==> src/rtl/stk_alu_pkg.sv <==
package stk_alu_pkg;

  typedef enum logic [1:0] {
    EFF_NONE = 2'b00,
    EFF_POP  = 2'b01,
    EFF_PUSH = 2'b10,
    EFF_BOTH = 2'b11
  } eff_e;

  typedef enum logic [1:0] {
    NSRC_KEEP = 2'b00,
    NSRC_TOS  = 2'b01,
    NSRC_MEM  = 2'b10
  } nos_src_e;

  typedef struct packed {
    logic     exec;
    logic     push;
    logic     pop;
    logic     arith;
    nos_src_e nos_src;
  } ctl_t;

  localparam logic [1:0] CLASS_ALU = 2'b01;

  localparam int ST_W = 8;
  localparam int ST_C = 0;
  localparam int ST_V = 1;
  localparam int ST_N = 5;
  localparam int ST_Z = 6;

endpackage

==> src/rtl/stk_alu_dec.sv <==
module stk_alu_dec
  import stk_alu_pkg::*;
(
  input  logic       valid_i,
  input  logic [7:0] op_i,
  output ctl_t       ctl_o
);

  logic [2:0] code;
  eff_e       eff;
  logic       is_alu;

  assign code   = op_i[2:0];
  assign eff    = eff_e'(op_i[4:3]);
  assign is_alu = valid_i && !op_i[7] && (op_i[6:5] == CLASS_ALU);

  always_comb begin
    ctl_o.exec    = 1'b0;
    ctl_o.push    = 1'b0;
    ctl_o.pop     = 1'b0;
    ctl_o.arith   = 1'b0;
    ctl_o.nos_src = NSRC_KEEP;
    if (is_alu) begin
      unique case (eff)
        EFF_POP: begin
          ctl_o.exec    = 1'b1;
          ctl_o.pop     = 1'b1;
          ctl_o.arith   = !code[2];
          ctl_o.nos_src = NSRC_MEM;
        end
        EFF_PUSH: begin
          ctl_o.exec    = 1'b1;
          ctl_o.push    = 1'b1;
          ctl_o.arith   = !code[2];
          ctl_o.nos_src = NSRC_TOS;
        end
        EFF_BOTH: begin
          ctl_o.exec = (code == 3'd0) || (code == 3'd6) || (code == 3'd7);
        end
        default: begin
          if (code == 3'd7) begin
            ctl_o.exec    = 1'b1;
            ctl_o.nos_src = NSRC_TOS;
          end
        end
      endcase
    end
  end

endmodule

==> src/rtl/stk_alu_calc.sv <==
module stk_alu_calc
  import stk_alu_pkg::*;
#(
  parameter int W = 32
) (
  input  logic [W-1:0] tos_i,
  input  logic [W-1:0] nos_i,
  input  logic         cin_i,
  input  eff_e         eff_i,
  input  logic [2:0]   code_i,
  output logic [W-1:0] res_o,
  output logic         cout_o,
  output logic         vout_o
);

  logic [W-1:0] opa, opb;
  logic         ci;
  logic [W:0]   sum;

  // operand steering: subtraction is a + ~b + 1
  always_comb begin
    opa = nos_i;
    opb = tos_i;
    ci  = 1'b0;
    unique case (code_i[1:0])
      2'd1: ci = cin_i;
      2'd2: begin opb = ~tos_i; ci = 1'b1; end
      2'd3: begin opa = tos_i; opb = ~nos_i; ci = 1'b1; end
      default: ;
    endcase
  end

  assign sum    = {1'b0, opa} + {1'b0, opb} + {{W{1'b0}}, ci};
  assign cout_o = sum[W];
  assign vout_o = (opa[W-1] == opb[W-1]) && (sum[W-1] != opa[W-1]);

  always_comb begin
    res_o = tos_i;
    unique case (eff_i)
      EFF_POP, EFF_PUSH: begin
        unique case (code_i)
          3'd4:    res_o = nos_i & tos_i;
          3'd5:    res_o = nos_i | tos_i;
          3'd6:    res_o = nos_i ^ tos_i;
          3'd7:    res_o = (eff_i == EFF_POP) ? tos_i : nos_i;
          default: res_o = sum[W-1:0];
        endcase
      end
      EFF_BOTH: begin
        unique case (code_i)
          3'd0:    res_o = ~tos_i;
          3'd6:    res_o = {W{tos_i == '0}};
          3'd7:    res_o = {W{tos_i[W-1]}};
          default: res_o = tos_i;
        endcase
      end
      default: res_o = nos_i;
    endcase
  end

endmodule

==> src/rtl/stk_alu_stack.sv <==
module stk_alu_stack #(
  parameter int W     = 32,
  parameter int PTR_W = 5
) (
  input  logic           clk_i,
  input  logic           rst_ni,
  input  logic           push_i,
  input  logic           pop_i,
  input  logic [W-1:0]   wdata_i,
  output logic [W-1:0]   top_o,
  output logic [PTR_W:0] depth_o,
  output logic           fault_o
);

  localparam int CW    = PTR_W + 1;
  localparam int DEPTH = 1 << PTR_W;

  logic [W-1:0]    mem [DEPTH];
  logic [PTR_W:0]  depth_q;
  logic [PTR_W-1:0] wr_idx, rd_idx;
  logic            full, empty, do_push, do_pop;

  assign full    = (depth_q == DEPTH[PTR_W:0]);
  assign empty   = (depth_q == '0);
  assign do_push = push_i && !full;
  assign do_pop  = pop_i && !empty;
  assign wr_idx  = depth_q[PTR_W-1:0];
  assign rd_idx  = wr_idx - PTR_W'(1);
  assign fault_o = (push_i && full) || (pop_i && empty);
  assign top_o   = mem[rd_idx];
  assign depth_o = depth_q;

  always_ff @(posedge clk_i) begin
    if (do_push) mem[wr_idx] <= wdata_i;
  end

  always_ff @(posedge clk_i or negedge rst_ni) begin
    if (!rst_ni)      depth_q <= '0;
    else if (do_push) depth_q <= depth_q + CW'(1);
    else if (do_pop)  depth_q <= depth_q - CW'(1);
  end

endmodule

==> src/rtl/stk_alu_unit.sv <==
module stk_alu_unit
  import stk_alu_pkg::*;
#(
  parameter int W     = 32,
  parameter int PTR_W = 5
) (
  input  logic           clk_i,
  input  logic           rst_ni,
  input  logic           valid_i,
  input  logic [7:0]     opcode_i,
  output logic [W-1:0]   tos_o,
  output logic [W-1:0]   nos_o,
  output logic [PTR_W:0] depth_o,
  output logic [ST_W-1:0] status_o,
  output logic           stack_err_o
);

  ctl_t         ctl;
  logic [W-1:0] tos_q, nos_q, res, mem_top;
  logic         c_q, v_q, n_q, z_q, err_q;
  logic         cout, vout, fault;
  logic [PTR_W:0] depth;

  stk_alu_dec u_dec (
    .valid_i (valid_i),
    .op_i    (opcode_i),
    .ctl_o   (ctl)
  );

  stk_alu_calc #(.W(W)) u_calc (
    .tos_i  (tos_q),
    .nos_i  (nos_q),
    .cin_i  (c_q),
    .eff_i  (eff_e'(opcode_i[4:3])),
    .code_i (opcode_i[2:0]),
    .res_o  (res),
    .cout_o (cout),
    .vout_o (vout)
  );

  stk_alu_stack #(.W(W), .PTR_W(PTR_W)) u_stack (
    .clk_i   (clk_i),
    .rst_ni  (rst_ni),
    .push_i  (ctl.push),
    .pop_i   (ctl.pop),
    .wdata_i (nos_q),
    .top_o   (mem_top),
    .depth_o (depth),
    .fault_o (fault)
  );

  always_ff @(posedge clk_i or negedge rst_ni) begin
    if (!rst_ni) begin
      tos_q <= '0;
      nos_q <= '0;
      c_q   <= 1'b0;
      v_q   <= 1'b0;
      n_q   <= 1'b0;
      z_q   <= 1'b0;
      err_q <= 1'b0;
    end else begin
      if (ctl.exec) begin
        tos_q <= res;
        n_q   <= res[W-1];
        z_q   <= (res == '0);
        unique case (ctl.nos_src)
          NSRC_TOS: nos_q <= tos_q;
          NSRC_MEM: if (depth != '0) nos_q <= mem_top;
          default:  ;
        endcase
        if (ctl.arith) begin
          c_q <= cout;
          v_q <= vout;
        end
      end
      if (fault) err_q <= 1'b1;
    end
  end

  always_comb begin
    status_o       = '0;
    status_o[ST_C] = c_q;
    status_o[ST_V] = v_q;
    status_o[ST_N] = n_q;
    status_o[ST_Z] = z_q;
  end

  assign tos_o       = tos_q;
  assign nos_o       = nos_q;
  assign depth_o     = depth;
  assign stack_err_o = err_q;

endmodule

==> config.mk <==
export PLATFORM = sky130hd
export DESIGN_NAME = stk_alu_unit
export DESIGN_NICKNAME = d
export VERILOG_FILES = /design/src/rtl/stk_alu_pkg.sv /design/src/rtl/stk_alu_dec.sv /design/src/rtl/stk_alu_calc.sv /design/src/rtl/stk_alu_stack.sv /design/src/rtl/stk_alu_unit.sv
export SDC_FILE = /design/constraint.sdc
export NUM_CORES = 1
export LEC_CHECK = 0
export BUFFER_PORTS_ARGS = -buffer_cell sky130_fd_sc_hd__buf_2
export CAP_MARGIN = 20
export CORE_AREA = 10 10 311 313
export CTS_BUF_LIST = sky130_fd_sc_hd__clkbuf_4 sky130_fd_sc_hd__clkbuf_8
export DETAILED_ROUTE_END_ITERATION = 8
export DIE_AREA = 0 0 321 323
export GPL_TIMING_DRIVEN = 0
export PLACE_DENSITY_LB_ADDON = 0.05
export SETUP_SLACK_MARGIN = 0.02
export SYNTH_ARGS = -nofsm -noshare
export SYNTH_HDL_FRONTEND = slang
export SYNTH_HIERARCHICAL = 1
export SYNTH_SLANG_ARGS = --single-unit
==> constraint.sdc <==
create_clock -name clk_i -period 11.9 [get_ports clk_i]
set_input_delay 1.19 -clock clk_i [delete_from_list [all_inputs] [get_ports clk_i]]
set_output_delay 1.19 -clock clk_i [all_outputs]
set_load 0.03 [all_outputs]
---- Yosys cells after proc, flatten, opt, wreduce, memory -nomap -nowiden ----
Memories as Yosys holds them, arrays and structs flattened.
Cells that the tools add are included.
cells by class
  multipliers ............................. 0
  add/subtract/negate cells ............... 5
  reductions and logical operators ........ 25
  shift operators ......................... 0
  div/mod/pow operators ................... 0
  mux-type cells .......................... 21
  order comparisons ....................... 0
  equality and inequality tests ........... 17
  bitwise logic cells ..................... 5
operator list
  kind                                                  count
  case mux 32 bit (2 select lines)                      3
  case mux 32 bit (4 select lines)                      1
  2-to-1 mux 32 bit                                     3
  case mux 32 bit (3 select lines)                      1
  zero test 32 bit                                      2
  inverter 32 bit                                       2
  adder 32 x 32 -> 33 bit                               1
  adder 33 x 1 -> 33 bit                                1
  AND 32 bit                                            1
  OR 32 bit                                             1
  XOR 32 bit                                            1
  2-to-1 mux 6 bit                                      3
  equality test 3 bit (second input constant)           4
  equality test 2 bit (second input constant)           5
  equality test 2 x 1 -> 1 bit (second input constant)  4
  logical AND 1 bit                                     7
  2-to-1 mux 1 bit                                      7
  adder 6 x 1 -> 6 bit (second input constant)          1
  equality test 6 bit (second input constant)           1
  zero test 6 bit                                       1
  case mux 2 bit (3 select lines)                       1
  nonzero test 6 bit                                    1
  subtractor 6 x 1 -> 6 bit (second input constant)     1
  subtractor 5 x 1 -> 5 bit (second input constant)     1
  11 further kinds                                      19
word-level totals
  bits in writable memories ............... 1024
  bits in read-only memories .............. 0
  input bits .............................. 11
  latch bits .............................. 0
  output and inout port bits .............. 79
  flip-flop bits (word level) ............. 75
  memories kept ........................... 1
memory list
  memory       words  bits a word  read ports  clocked after Yosys merged registers in  write ports  line                 source
  u_stack.mem  32     32           1           0                                        1            stk_alu_stack.sv:18  logic [W-1:0] mem [DEPTH];

---- Logic depth before layout (Yosys ltp) ----
  depth after elaboration ................. 8
  mapped depth ............................ 24
  mapped depth without buffers ............ 19

---- Hierarchy ----
The synthesis kept the hierarchy.
by module, submodules not included
  module         instances  area each (um^2)  cells an instance
  stk_alu_stack  1          39882.0           1723
  stk_alu_calc   1          6411.1            987
  stk_alu_unit   1          2985.4            247
  stk_alu_dec    1          182.7             21

---- Least setup slack after synthesis ----
OpenSTA, ideal clock, no wires.
  path kind ............................... input to register
  start ................................... in opcode_i[0]
  end ..................................... reg z_q
  setup time .............................. 0.080 ns
  slack ................................... 6.097 ns
  arrival ................................. 5.723 ns
  path buffers ............................ 5
  required time ........................... 11.820 ns
  cell stages on the path ................. 24
  cells stage by stage .................... clkbuf_1 -> clkbuf_1 -> buf_2 -> clkbuf_1 -> clkbuf_1 -> nand2_1 -> o211ai_1 -> o21ai_0 -> fa_1 -> inv_1 -> fa_1 -> nand2b_1 -> a21oi_1 -> o21ai_1 -> o21ai_1 -> a211oi_1 -> xor2_1 -> o21ai_1 -> a221oi_1 -> a21oi_1 -> nor4b_1 -> nand4_1 -> or4_1 -> o22ai_2
on the way
  cells in the longest elaborated chain, start to end .. 7
ends and longest elaborated chain
  item                                                                        line                                    source
  start: declaration                                                          stk_alu_unit.sv:10                      input logic [7:0] opcode_i,
  equality test 2 bit                                                         stk_alu_calc.sv:25                      unique case (code_i[1:0])
  case mux 32 bit (2 select lines), or another cell as far along              stk_alu_calc.sv:25
  adder 32 x 32 -> 33 bit or case mux 1 bit (2 select lines) (tied branches)  stk_alu_calc.sv:33, stk_alu_calc.sv:25
  adder 33 x 1 -> 33 bit                                                      stk_alu_calc.sv:33                      assign sum = {1'b0, opa} + {1'b0, opb} + {{W{1'b0}}, ci};
  case mux 32 bit (4 select lines)                                            stk_alu_calc.sv:41                      unique case (code_i)
  case mux 32 bit (2 select lines) *                                          stk_alu_calc.sv:39                      unique case (eff_i)
  via res[22]                                                                 stk_alu_unit.sv:19                      logic [W-1:0] tos_q, nos_q, res, mem_top;
  zero test 32 bit *                                                          stk_alu_unit.sv:65                      z_q <= (res == '0);
  end signal: assignment                                                      stk_alu_unit.sv:65
  end: declaration                                                            stk_alu_unit.sv:20                      logic c_q, v_q, n_q, z_q, err_q;
The timed path passes the listed nets; every way through them passes the cells marked *.
A chain may end at the register's enable or synchronous reset.

---- Final worst setup path ----
Same ends and word-level chain as after synthesis.

==> impl_results.md <==
- Number of enable-type register cells in the synthesized netlist: 1024
- DIE HEIGHT: 323 um
- Critical Path RT: approximately 13 ns
- Launch point of the critical path: opcode_i[0]
- Max cap viols: 0
- Dominant synthesized flop cell: edfxtp_1
- Final setup skew: between 0.03 and 0.04 ns
- Depth of the CTS H-tree: 4
- # clock sinks: roughly 1100
- Power per standard cell area: 215.1 nW/um^2
- Post-CTS setup buffer count: 0
- Post-synthesis cell area: 49460 um^2
- Post-cts sizing count: 0
- Antenna-violating nets left: 0
- Vias in the first global route: a little under 30000
- Number of I/O pins: 90
- Tightest slew margin relative to the limit: 29.77%
- Clock latency of the later-clocked register in the worst-skew pair: slightly below 0.9 ns
- Outcome: complete, no violations
- Syn Area/Cell: 16.61 um^2
- Cells after Synth: 2978
- Number of rows created at floorplan: 111
- Final setup violation count: 0
- Setup repair after global routing missed its margin: no
- Setup TNS: 0 ns
- Final core utilization: 62.57%
- Core box area: 90830 um^2
- Sequential fraction of the synthesis area: between 60% and 70%
- Post-route fraction of the period consumed by the critical path: approximately 68%
- Post-DR wirelength/cell: 31.93 um
- Proportion of synthesized flip-flops having asynchronous set or reset: 6.740%
- Floorplan die area: between 100000 and 150000 um^2
- Number of warnings reported in the yosys synthesis log: 6
- Sequential cell area: 32610 um^2
- Total half-perimeter wirelength after legalization and detailed placement: 104500 um
- Clock root buffer: clkbuf_8
- Reg2Reg Launch Point: nos_o[0]
- Max Clock Freq: 123.1 MHz
- Final std cell area, no fill: 56830 um^2
- CTS Buf Count: 174
- Chip Width: 321 um
- Share of post-route cells with drive strength above 1: 27.44%
- Area leader, netlist: edfxtp_1
- GPL Wtd Cong: just under 1
- Number of nets in the layout: 3441
- Maximum ir drop on the vdd rail: 0.0001262 V
- DR pass1 iterations: 6
- Synthesized flop and latch total: 1098
- Worst Setup Path Type: in -> reg
- Total number of vias: ~30000
- Clock tree from TritonCTS: yes
- Total DRC errors in the routed layout: 0
- Initial Utilization: a little over half
- Highest fanout seen on the critical path: 10
- DR iter-0 viols: 3620
- Placement-stage cell area: 53160 um^2
- CP endpoint kind: flip-flop
- Kind of path behind the tightest hold check: in -> async
- Count of cell types in the netlist: 85
- Setup crit start kind: input port
- Top area cells in the synthesized netlist: edfxtp_1 (62%), mux4_2 (12%), dfrtp_1 (3.7%), mux2i_1 (3.0%), ha_1 (2.8%)
- Clock-pin transition on the worst setup and hold timing paths: approximately 0.070 ns
- Area growth from synthesis to layout: 14.90%
- Pin count of the biggest net entering global routing: 58
- Reg2reg path depth: 18
- Initial antenna violation count: 3
- Total count of hold-check failures in the final report: 0
- First-pass GRT wire length: 212000 um
- R2R Path End: z_q
- Count of final max-slew check failures: 0
- Area of the multi-input gates: about 16000 um^2
- Wire length after detailed routing: 148200 um
- Minimum setup slack among reg-to-reg paths: 5.93 ns
- Hold Buf Count CTS: 0
- Via-per-instance ratio: 6.451
- Number of I/O port buffers: 85
- P_leak: between 20 and 25 nW
- FILL cells: approximately 6600
- Worst path arrival time: 8.91 ns
- Remaining Overflow, GRT: 0
- Maximum number of buffers from clock root to sink: 3
- Overall routing resource usage: 28.71%
- Crit path time final: a little over 8 ns
- Fraction of post-synthesis cell area in the top cell type by area: 62.17%
- Slew of the pin with the lowest slew margin: 1.053 ns
[state kept, by name, summed over array words and instances, names as in the netlist]
signal,cells
tos_o,32
z_q,1
c_q,1
u_stack/depth_o,6
u_stack/mem,1024
nos_o,32
v_q,1
stack_err_o,1
[per-stage QoR]
step | worst slack, ns | power (mW) | hold slack, ns | cells
floorplan | 6.097 | 7.404 | 0.4806 | 2981
global placement | 1.625 | 8.866 | 0.4529 | 4252
detailed placement | 3.181 | 8.954 | 0.4546 | 4323
CTS | 4.102 | 12.28 | 0.1562 | 4639
global route | 3.779 | 12.72 | 0.1875 | 4642
finish | 3.773 | 12.22 | 0.2276 | 4642
[logic make-up after synthesis]
logic type                 share of synthesized area [%]
and+or+nand+nor                                    4.113
DFF                                                65.91
adders and majority gates                          2.955
AOI/OAI and AO/OA                                  7.594
other                                           0.007582
xor gates and xnor gates                          0.5287
buffers and inverters                              2.803
muxes                                              16.09
[worst max-delay path, stage by stage]
cell and delay [ns]:
buf_2 0.12, clkbuf_1 0.39, clkbuf_1 0.61, buf_2 0.43, clkbuf_1 0.66, clkbuf_1 0.58, o211ai_1 0.18, o21ai_0 0.15
fa_1 0.29, inv_1 0.07, fa_1 0.47, nand2b_1 0.20, a21oi_1 0.35, o21ai_1 0.20, o21ai_1 0.61, a211oi_1 0.19
xor2_1 0.20, o21ai_1 0.10, a221oi_1 0.34, a21oi_1 0.14, nor4b_1 0.41, nand4_1 0.26, or4_1 0.61, o22ai_2 0.12
[Yosys cell counts, types with 12 or more instances]
cell type / instances
mux2_2: 35
edfxtp_1: 1024
a32o_1: 32
a221oi_2: 32
o311ai_0: 13
o21ai_0: 185
a211oi_1: 19
buf_2: 65
nor2_1: 77
buf_4: 23
xnor2_1: 16
inv_1: 106
mux4_2: 270
mux2i_1: 148
nor3_1: 18
nand2_1: 253
dfrtp_1: 74
ha_1: 112
a221oi_1: 13
nor4_1: 15
clkbuf_1: 93
xor2_1: 12
nand3_1: 19
a21oi_1: 77
o211ai_1: 69
[worst max-delay path by stage]
stage / to / slack (ns) / cells after the start
2_1_floorplan: z_q / 6.10 / 24
3_3_place_gp: u_stack/mem[16][28] / 1.62 / 6
3_5_place_dp: z_q / 3.18 / 24
4_1_cts: z_q / 4.10 / 24
5_1_grt: z_q / 3.78 / 24
6_report: z_q / 3.77 / 24
[placed cells by master (no fill, tap or decap), types with 29 or more instances in the layout]
master / count
a21oi_1: 77
a221oi_2: 32
a32o_1: 32
buf_16: 36
buf_2: 149
buf_4: 29
clkbuf_1: 93
clkbuf_4: 78
clkbuf_8: 183
dfrtp_1: 71
edfxtp_1: 1024
ha_1: 112
inv_1: 106
mux2_2: 35
mux2i_1: 148
mux4_2: 270
nand2_1: 253
nor2_1: 49
o211ai_1: 69
o21ai_0: 185
[layer usage]
layer | track usage, % | part of all wire (%)
met1 | 39.40 | 41
met2 | 45.91 | 48
met3 | 5.348 | 7.9
met4 | 10.41 | 3.5
met5 | 0 | 0
[report_power, final]
part	internal, mW	total (mW)	switching, mW
clock	1.84	3.33	1.49
sequential	4.25	4.47	0.216
combinational	1.77	4.43	2.66
total	7.86	12.2	4.37
[final cells by class]
class                           instances  share of cell area, %
Sequential cell                      1098                  57.37
Timing Repair Buffer                  158                  3.511
Clock buffer                          261                  5.462
Multi-Input combinational cell       1580                  27.65
Buffer                                197                  1.739
Antenna cell                            1               0.004403
Clock inverter                         55                 0.9555
Tap cell                             1186                  2.611
Inverter                              106                 0.7001
(Power assumes the default switching activity.)
